--- src/rtl/cfgload_pkg.sv ---
package cfgload_pkg;

  localparam int ERR_W = 3;

  typedef enum logic [ERR_W-1:0] {
    ERR_NONE        = 3'd0,
    ERR_NODEV       = 3'd1,
    ERR_PARTIAL     = 3'd2,
    ERR_TO_RDY_UP   = 3'd3,
    ERR_TO_RDY_DN   = 3'd4,
    ERR_TO_USER     = 3'd5,
    ERR_CFG_LATCHED = 3'd6
  } err_e;

  // status bits
  localparam int ST_RDY_BIT  = 18;
  localparam int ST_EN_BIT   = 20;
  localparam int ST_USR_BIT  = 21;
  localparam int ST_PCLK_BIT = 24;
  // mode-control bits
  localparam int MC_MODE_BIT = 0;
  localparam int MC_CSEL_BIT = 1;
  localparam int MC_RAT_LSB  = 8;
  localparam int MC_RAT_W    = 8;
  // program-control bits
  localparam int PC_CFG_BIT  = 0;
  localparam int PC_XFR_BIT  = 1;
  // uncorrectable-error latched config error
  localparam int UE_CFG_BIT  = 5;

  typedef enum logic [4:0] {
    S_IDLE, S_CHK_RD,
    S_CS_RD, S_CS_WR, S_MD_RD, S_MD_WR,
    S_SW_RD, S_SW_WR, S_SW_DUM,
    S_CFG_RD, S_CFG_WR, S_PL_RD, S_PL_GAP,
    S_XF_RD, S_XF_WR, S_RT_RD, S_RT_WR, S_STREAM,
    S_TD_RD, S_TD_WR1, S_TD_WR2,
    S_UE_RD, S_UC_RD, S_UC_WR, S_FIN
  } seq_state_e;

endpackage

--- src/rtl/cfgload_cnt.sv ---
module cfgload_cnt #(
  parameter int W = 4
) (
  input  logic         clk,
  input  logic         rst,
  input  logic         load,
  input  logic [W-1:0] init,
  input  logic         dec,
  output logic [W-1:0] cnt
);

  always_ff @(posedge clk) begin
    if (rst)                    cnt <= '0;
    else if (load)              cnt <= init;
    else if (dec && cnt != '0)  cnt <= cnt - 1'b1;
  end

  AST_NO_UNDERFLOW: assert property (@(posedge clk) disable iff (rst)
    (dec && !load) |-> (cnt != '0));

endmodule

--- src/rtl/cfgload_bus.sv ---
module cfgload_bus #(
  parameter int ADDR_W = 8,
  parameter int DATA_W = 32
) (
  input  logic              clk,
  input  logic              rst,
  input  logic              go,
  input  logic              go_wr,
  input  logic [ADDR_W-1:0] go_addr,
  input  logic [DATA_W-1:0] go_wdata,
  output logic              op_done,
  output logic [DATA_W-1:0] op_rdata,
  output logic              rd_req,
  output logic              wr_req,
  output logic [ADDR_W-1:0] addr,
  output logic [DATA_W-1:0] wdata,
  input  logic              ack,
  input  logic [DATA_W-1:0] rdata
);

  logic pending;
  assign pending = rd_req | wr_req;

  always_ff @(posedge clk) begin
    if (rst) begin
      rd_req   <= 1'b0;
      wr_req   <= 1'b0;
      addr     <= '0;
      wdata    <= '0;
      op_done  <= 1'b0;
      op_rdata <= '0;
    end else begin
      op_done <= 1'b0;
      if (pending && ack) begin
        rd_req  <= 1'b0;
        wr_req  <= 1'b0;
        op_done <= 1'b1;
        if (rd_req) op_rdata <= rdata;
      end else if (go && !pending) begin
        rd_req <= !go_wr;
        wr_req <= go_wr;
        addr   <= go_addr;
        wdata  <= go_wdata;
      end
    end
  end

  AST_REQ_HELD: assert property (@(posedge clk) disable iff (rst)
    (pending && !ack) |=> (rd_req == $past(rd_req) && wr_req == $past(wr_req)
                          && $stable(addr) && $stable(wdata)));
  AST_GO_WHEN_FREE: assert property (@(posedge clk) disable iff (rst)
    go |-> !pending);

endmodule

--- src/rtl/cfgload_seq.sv ---
module cfgload_seq
  import cfgload_pkg::*;
#(
  parameter int ADDR_W       = 8,
  parameter int DATA_W       = 32,
  parameter int ST_ADDR      = 0,
  parameter int MODE_ADDR    = 1,
  parameter int DATA_ADDR    = 2,
  parameter int PROG_ADDR    = 3,
  parameter int UERR_ADDR    = 4,
  parameter int DUMMY_WRITES = 244,
  parameter int POLL_GAP     = 10,
  parameter int RDY_UP_TRIES = 1,
  parameter int RDY_DN_TRIES = 1,
  parameter int USER_TRIES   = 200
) (
  input  logic              clk,
  input  logic              rst,
  input  logic              start,
  input  logic              img_compressed,
  input  logic              img_encrypted,
  input  logic              img_partial,
  output logic              rd_req,
  output logic              wr_req,
  output logic [ADDR_W-1:0] addr,
  output logic [DATA_W-1:0] wdata,
  input  logic              ack,
  input  logic [DATA_W-1:0] rdata,
  output logic              strm_req,
  input  logic              strm_done,
  output logic              busy,
  output logic              done,
  output logic [ERR_W-1:0]  err_code
);

  localparam int MAX_T = (RDY_UP_TRIES > RDY_DN_TRIES)
                         ? ((RDY_UP_TRIES > USER_TRIES) ? RDY_UP_TRIES : USER_TRIES)
                         : ((RDY_DN_TRIES > USER_TRIES) ? RDY_DN_TRIES : USER_TRIES);
  localparam int TRY_W = $clog2(MAX_T + 1);
  localparam int BUR_W = $clog2(DUMMY_WRITES + 1);
  localparam int GAP_W = $clog2(POLL_GAP + 1);
  localparam logic [DATA_W-1:0] RAT_MASK = DATA_W'(((1 << MC_RAT_W) - 1) << MC_RAT_LSB);
  localparam logic [DATA_W-1:0] ONE_RAT  = DATA_W'(1 << MC_RAT_LSB);

  seq_state_e state, sw_ret, pl_ret;
  err_e       pl_err;
  logic [DATA_W-1:0] pl_mask, pl_val, rv;
  logic [MC_RAT_W-1:0] ratio;
  logic td_pre, pend, op_go, op_done;
  logic go_wr;
  logic [ADDR_W-1:0] go_addr;
  logic [DATA_W-1:0] go_wdata;
  logic bus_st;

  logic [BUR_W-1:0] bur_cnt;
  logic [GAP_W-1:0] gap_cnt;
  logic [TRY_W-1:0] try_cnt, try_init;
  logic bur_load, bur_dec, gap_load, gap_dec, try_load, try_dec;

  cfgload_bus #(.ADDR_W(ADDR_W), .DATA_W(DATA_W)) bus_i (
    .clk, .rst, .go(op_go), .go_wr, .go_addr, .go_wdata,
    .op_done, .op_rdata(rv), .rd_req, .wr_req, .addr, .wdata, .ack, .rdata);

  cfgload_cnt #(.W(BUR_W)) burst_i (.clk, .rst, .load(bur_load),
    .init(BUR_W'(DUMMY_WRITES)), .dec(bur_dec), .cnt(bur_cnt));
  cfgload_cnt #(.W(GAP_W)) gap_i (.clk, .rst, .load(gap_load),
    .init(GAP_W'(POLL_GAP)), .dec(gap_dec), .cnt(gap_cnt));
  cfgload_cnt #(.W(TRY_W)) try_i (.clk, .rst, .load(try_load),
    .init(try_init), .dec(try_dec), .cnt(try_cnt));

  assign bus_st = !(state inside {S_IDLE, S_PL_GAP, S_STREAM, S_FIN});

  assign bur_load = op_done && state == S_SW_WR;
  assign bur_dec  = op_done && state == S_SW_DUM;
  assign gap_load = op_done && state == S_PL_RD;
  assign gap_dec  = state == S_PL_GAP && gap_cnt != '0;
  assign try_load = op_done && (state inside {S_CFG_WR, S_TD_WR2, S_UC_WR});
  assign try_dec  = state == S_PL_GAP && gap_cnt == '0 && try_cnt != TRY_W'(1);

  always_comb begin
    case (state)
      S_CFG_WR: try_init = TRY_W'(RDY_UP_TRIES);
      S_TD_WR2: try_init = TRY_W'(RDY_DN_TRIES);
      default:  try_init = TRY_W'(USER_TRIES);
    endcase
  end

  // access descriptor for the current step
  always_comb begin
    go_wr    = 1'b0;
    go_addr  = ADDR_W'(ST_ADDR);
    go_wdata = '0;
    case (state)
      S_CS_RD, S_MD_RD, S_SW_RD, S_RT_RD, S_UC_RD: go_addr = ADDR_W'(MODE_ADDR);
      S_CFG_RD, S_XF_RD, S_TD_RD:                  go_addr = ADDR_W'(PROG_ADDR);
      S_UE_RD:                                     go_addr = ADDR_W'(UERR_ADDR);
      S_CS_WR: begin go_wr = 1'b1; go_addr = ADDR_W'(MODE_ADDR); go_wdata = rv | (DATA_W'(1) << MC_CSEL_BIT); end
      S_MD_WR: begin go_wr = 1'b1; go_addr = ADDR_W'(MODE_ADDR); go_wdata = rv | (DATA_W'(1) << MC_MODE_BIT); end
      S_SW_WR: begin go_wr = 1'b1; go_addr = ADDR_W'(MODE_ADDR); go_wdata = (rv & ~RAT_MASK) | ONE_RAT; end
      S_SW_DUM: begin go_wr = 1'b1; go_addr = ADDR_W'(DATA_ADDR); go_wdata = '0; end
      S_CFG_WR: begin go_wr = 1'b1; go_addr = ADDR_W'(PROG_ADDR); go_wdata = rv | (DATA_W'(1) << PC_CFG_BIT); end
      S_XF_WR: begin go_wr = 1'b1; go_addr = ADDR_W'(PROG_ADDR); go_wdata = rv | (DATA_W'(1) << PC_XFR_BIT); end
      S_RT_WR: begin go_wr = 1'b1; go_addr = ADDR_W'(MODE_ADDR);
                     go_wdata = (rv & ~RAT_MASK) | (DATA_W'(ratio) << MC_RAT_LSB); end
      S_TD_WR1: begin go_wr = 1'b1; go_addr = ADDR_W'(PROG_ADDR); go_wdata = rv & ~(DATA_W'(1) << PC_XFR_BIT); end
      S_TD_WR2: begin go_wr = 1'b1; go_addr = ADDR_W'(PROG_ADDR);
                      go_wdata = rv & ~((DATA_W'(1) << PC_XFR_BIT) | (DATA_W'(1) << PC_CFG_BIT)); end
      S_UC_WR: begin go_wr = 1'b1; go_addr = ADDR_W'(MODE_ADDR);
                     go_wdata = rv & ~((DATA_W'(1) << MC_CSEL_BIT) | (DATA_W'(1) << MC_MODE_BIT)); end
      default: ;
    endcase
  end

  always_ff @(posedge clk) begin
    if (rst) begin
      state    <= S_IDLE;
      sw_ret   <= S_IDLE;
      pl_ret   <= S_IDLE;
      pl_err   <= ERR_NONE;
      pl_mask  <= '0;
      pl_val   <= '0;
      ratio    <= '0;
      td_pre   <= 1'b0;
      pend     <= 1'b0;
      op_go    <= 1'b0;
      strm_req <= 1'b0;
      busy     <= 1'b0;
      done     <= 1'b0;
      err_code <= ERR_NONE;
    end else begin
      op_go <= 1'b0;
      done  <= 1'b0;
      if (op_done)              pend <= 1'b0;
      else if (bus_st && !pend) begin op_go <= 1'b1; pend <= 1'b1; end

      case (state)
        S_IDLE: if (start) begin
          ratio <= img_compressed ? MC_RAT_W'(8) : (img_encrypted ? MC_RAT_W'(4) : MC_RAT_W'(1));
          if (img_partial) begin
            done <= 1'b1; err_code <= ERR_PARTIAL;
          end else begin
            busy <= 1'b1; err_code <= ERR_NONE; state <= S_CHK_RD;
          end
        end
        S_CHK_RD: if (op_done) begin
          if (!rv[ST_EN_BIT]) begin
            state <= S_IDLE; busy <= 1'b0; done <= 1'b1; err_code <= ERR_NODEV;
          end else if (rv[ST_RDY_BIT]) begin
            td_pre <= 1'b1; state <= S_TD_RD;
          end else state <= S_CS_RD;
        end
        S_CS_RD:  if (op_done) state <= S_CS_WR;
        S_CS_WR:  if (op_done) state <= S_MD_RD;
        S_MD_RD:  if (op_done) state <= S_MD_WR;
        S_MD_WR:  if (op_done) begin sw_ret <= S_CFG_RD; state <= S_SW_RD; end
        S_SW_RD:  if (op_done) state <= S_SW_WR;
        S_SW_WR:  if (op_done) state <= S_SW_DUM;
        S_SW_DUM: if (op_done && bur_cnt == BUR_W'(1)) state <= sw_ret;
        S_CFG_RD: if (op_done) state <= S_CFG_WR;
        S_CFG_WR: if (op_done) begin
          pl_mask <= DATA_W'(1) << ST_RDY_BIT; pl_val <= DATA_W'(1) << ST_RDY_BIT;
          pl_err <= ERR_TO_RDY_UP; pl_ret <= S_SW_RD; sw_ret <= S_XF_RD; state <= S_PL_RD;
        end
        S_PL_RD: if (op_done) begin
          if ((rv & pl_mask) == pl_val) state <= pl_ret;
          else                          state <= S_PL_GAP;
        end
        S_PL_GAP: if (gap_cnt == '0) begin
          if (try_cnt == TRY_W'(1)) begin
            state <= S_IDLE; busy <= 1'b0; done <= 1'b1; err_code <= pl_err;
          end else state <= S_PL_RD;
        end
        S_XF_RD:  if (op_done) state <= S_XF_WR;
        S_XF_WR:  if (op_done) state <= S_RT_RD;
        S_RT_RD:  if (op_done) state <= S_RT_WR;
        S_RT_WR:  if (op_done) begin strm_req <= 1'b1; state <= S_STREAM; end
        S_STREAM: if (strm_done) begin strm_req <= 1'b0; td_pre <= 1'b0; state <= S_TD_RD; end
        S_TD_RD:  if (op_done) state <= S_TD_WR1;
        S_TD_WR1: if (op_done) state <= S_TD_WR2;
        S_TD_WR2: if (op_done) begin
          pl_mask <= DATA_W'(1) << ST_RDY_BIT; pl_val <= '0; pl_err <= ERR_TO_RDY_DN;
          pl_ret <= td_pre ? S_CS_RD : S_UE_RD; sw_ret <= S_PL_RD; state <= S_SW_RD;
        end
        S_UE_RD: if (op_done) begin
          if (rv[UE_CFG_BIT]) begin
            state <= S_IDLE; busy <= 1'b0; done <= 1'b1; err_code <= ERR_CFG_LATCHED;
          end else state <= S_UC_RD;
        end
        S_UC_RD: if (op_done) state <= S_UC_WR;
        S_UC_WR: if (op_done) begin
          pl_mask <= (DATA_W'(1) << ST_USR_BIT) | (DATA_W'(1) << ST_PCLK_BIT);
          pl_val  <= (DATA_W'(1) << ST_USR_BIT) | (DATA_W'(1) << ST_PCLK_BIT);
          pl_err <= ERR_TO_USER; pl_ret <= S_FIN; state <= S_PL_RD;
        end
        S_FIN: begin state <= S_IDLE; busy <= 1'b0; done <= 1'b1; err_code <= ERR_NONE; end
        default: state <= S_IDLE;
      endcase
    end
  end

  AST_DONE_PULSE: assert property (@(posedge clk) disable iff (rst)
    done |=> !done);
  AST_BUSY_FROM_START: assert property (@(posedge clk) disable iff (rst)
    $rose(busy) |-> $past(start));
  AST_ERR_HOLD: assert property (@(posedge clk) disable iff (rst)
    (!busy && !start) |=> $stable(err_code));
  AST_STREAM_IN_BUSY: assert property (@(posedge clk) disable iff (rst)
    strm_req |-> (busy && !rd_req && !wr_req));

endmodule

--- config.mk ---
export PLATFORM = sky130hd
export DESIGN_NAME = cfgload_seq
export DESIGN_NICKNAME = d
export VERILOG_FILES = /design/src/rtl/cfgload_pkg.sv /design/src/rtl/cfgload_cnt.sv /design/src/rtl/cfgload_bus.sv /design/src/rtl/cfgload_seq.sv
export SDC_FILE = /design/constraint.sdc
export NUM_CORES = 1
export LEC_CHECK = 0
export ABC_CLOCK_PERIOD_IN_PS = 7500
export BUFFER_PORTS_ARGS = -buffer_cell sky130_fd_sc_hd__buf_2
export CAP_MARGIN = 10
export CORE_UTILIZATION = 40
export DETAILED_ROUTE_END_ITERATION = 8
export PLACE_DENSITY = 0.69
export SETUP_SLACK_MARGIN = 0.05
export SYNTH_ARGS = -nofsm -noshare
export SYNTH_HDL_FRONTEND = slang
export SYNTH_SLANG_ARGS = --single-unit
--- constraint.sdc ---
create_clock -name clk -period 7.5 [get_ports clk]
set_clock_uncertainty 0.15 [all_clocks]
set_input_delay 1.125 -clock clk [delete_from_list [all_inputs] [get_ports clk]]
set_output_delay 1.125 -clock clk [all_outputs]
set_load 0.005 [all_outputs]
==> impl_results.md <==
* Share of layout cells above drive strength 1 at 16.8%
* Clk pin slew, worst setup/hold paths at 0.05 ns
* Mapped Area at 5530 µm²
* Worst skew pair latency at 0.42 ns
* Largest family of logic cells by synthesized area: simple AND/OR/NAND/NOR gates
* PortBufs at 82
* Final Power at 0.00179 W
* ANT nets after route at 0
* Max Clk Rate at 0.309 GHz
* Internal Pwr Total at 0.00127 W
* Sequential power share at 39.3%
* FF-to-FF Start: state[3]
* Die Ht at 120 µm
* Setup ws final at 4.27 ns
* Die Wd at 120 µm
* PD cells at 274 nW/µm²
* Ys flop type: dfxtp_1
* CP Data Arrival Time at 3.38 ns
* Register area share after synthesis at 43.4%
* Inserted Clock Buffers at 17
* CTS sink count at 120
* Synth top area share at 43.4%
* # DRC at 0
* Complex-gate fraction of the synthesized area at 22.2%
* Fin area at 6530 µm²
* Nets at 780
* Peak VDD IR at 0.195 mV
* Number of synthesized flops with an enable pin at 0
* Post-synthesis cell count at 675
* XOR/XNOR Fraction of Synth Area at 2.06%
* Core area at 13300 µm²
* Post-DP HPWL at 10.3 mm
* Max-slew violations at 0
* Hold path cells at 1
* Gate power share at 19.7%
* Max-slew headroom at 23.1%
* Post-Synth Adder-Cell Area at 1.36%
* Min-delay src: pend
* Hold EP: op_go
* Crit Path Category: in2reg
* CP startpoint kind: input pin
* CTS root buf: clkbuf_16
* Top-level I/O count at 88
* Critical Path Fanout Max at 80
* P&R area growth vs syn at 18.1%
* Clock power share at 41.0%
* Initial Util at 41.4%
* Worst flop-to-flop path endpoint: bus_i.wdata[6]
* CTS tree: yes
* Max-cap violations at 0
* Post-route clock period utilization at 43.1%
* Post-synth top area cell: dfxtp_1
* Register bit count reported by yosys at 120
* Run status: finished clean
* Row count at 42
* Hold Fails Final Rpt at 0
* Vias at 5339
* Vias per cell at 5.79
* Synth top cells by count: dfxtp_1, nand2_1, a21oi_1, nor2_1, clkbuf_1
* Final WL at 15.3 mm
* Largest net degree at the start of global routing at 81
* Post-layout minimum cycle time at 3.23 ns
* 1st-pass router iterations at 5
* Place WS at 3.90 ns
* Least-Margin Pin Slew at 1.15 ns
* Sum Neg Setup Slack at 0 ns
* Yosys warns at 0
* NetSw at 0.000525 W
* Area contributors post-synth: dfxtp_1, nand2_1, a21oi_1, a22o_1, nor2_1
* Global route overflow at 0
* Mux contribution to synthesized area at 0.747%
* Post-synth ARST share at 0%
* Dpl cells at 891
* Reg2reg path depth at 6
* FF-to-FF setup slack at 4.61 ns
* Worst Path Required at 7.65 ns
* DR WL/cell at 16.6 µm
* CP endpoint kind: register
* Final Instance Count excl. Fillers at 922
* Antenna diodes at 0
* Initial antenna violation count at 0
* Hold Crit Class: reg2reg
* DR iter-0 viols at 524
* Vias in the first global route at 4995
* Post-DP Area at 6000 µm²
* Net Sw Frac at 29.3%
* Unrepaired setup endpoints after global routing: no
* All-Layer GR Usage at 21.8%
* Die area at 14300 µm²
* Clk buf depth at 2
* First-pass GRT wire length at 24.7 mm
* Most instantiated library cell after synthesis: dfxtp_1
* Placer Congestion at 0.932
* H-tree depth reported by CTS at 4
* Hold bufs inserted after CTS at 0
* Leakage at 2.49 nW
* # Post-CTS Setup Buffers at 0
* Simple-Gate Fraction of Synth Area at 24.7%
* Mean Syn Cell Area at 8.19 µm²
* PostCTS Resize Cnt at 0
* Final Setup Violations at 0
* Synth unique cells at 72
-- worst max-delay path, cell delays in order --
cell,delay (ns)
buf_2,0.09
buf_4,0.65
inv_1,0.52
and3_1,0.58
a22o_1,0.36
-- per-stage QoR --
| step | utilization, % | hold WS (ns) |
|---|---|---|
| 6_report | 48.9 | 0.277 |
| 5_1_grt | 48.9 | 0.295 |
| 4_1_cts | 48.9 | 0.279 |
| 3_5_place_dp | 44.9 | 0.270 |
| 3_3_place_gp | 44.9 | 0.259 |
| 2_1_floorplan | - | 0.250 |
-- area by class of cell --
cell class	count	area (µm²)
repair buffers	90	470
well taps	176	220
clock buffers	23	458
fillers	1318	6820
clock inverters	8	75.1
multi-input cells	489	2840
inverters	16	60.1
flip-flops and latches	120	2400
-- worst max path at each step --
stage / endpoint / slack, ns / cells past startpoint / from
detailed placement: bus_i.wdata[6] / 3.90 / 5 / rst
CTS: bus_i.wdata[6] / 4.35 / 5 / rst
global route: bus_i.wdata[6] / 4.14 / 5 / rst
global placement: bus_i.wdata[25] / 3.95 / 5 / rst
finish: bus_i.wdata[6] / 4.27 / 5 / rst
floorplan: state[4] / 4.96 / 4 / img_partial
-- sequential cells by signal, indices dropped and copies added (netlist names), 4 cells and up --
register	count
burst_i.cnt	8
bus_i.op_rdata	32
bus_i.wdata	32
gap_i.cnt	4
pl_ret	5
state	5
try_i.cnt	8
-- cells by family (layout without fill, tap and decap cells) --
| group | after synthesis | in the layout |
|---|---|---|
| AOI/OAI and AO/OA | 188 | 188 |
| xor gates and xnor gates | 13 | 13 |
| adders and majority gates | 6 | 6 |
| buffers and inverters | 70 | 137 |
| DFF | 120 | 120 |
| muxes | 4 | 4 |
| other | 1 | 5 |
| and+or+nand+nor | 273 | 273 |
-- metal layers --
layer | routed length [µm] | GRT usage (%)
met1 | 6660 | 27.6
met4 | 397 | 10.2
met5 | 0 | 0
met3 | 922 | 4.04
met2 | 7310 | 35.6
-- power groups by stage --
stage          registers [W]  logic [W]  clock network, W
2_1_floorplan       0.000711   0.000248                 0
4_1_cts             0.000703   0.000347          0.000743
3_5_place_dp        0.000716   0.000344                 0
5_1_grt             0.000706   0.000389          0.000776
3_3_place_gp        0.000714   0.000338                 0
6_report            0.000703   0.000353          0.000734
-- cell usage in the layout, fill, tap and decap left out, types with 9 or more instances in the layout --
cell type	n
o21ai_0	22
a22o_1	23
nor3_1	27
nor2_1	39
a21oi_1	75
buf_2	82
nand3_1	15
nand2b_1	9
inv_1	16
nor2b_1	11
nand2_1	110
clkbuf_16	17
a31oi_1	9
a211oi_1	9
dfxtp_1	120
No activity file was read; power rests on OpenSTA's default activity.
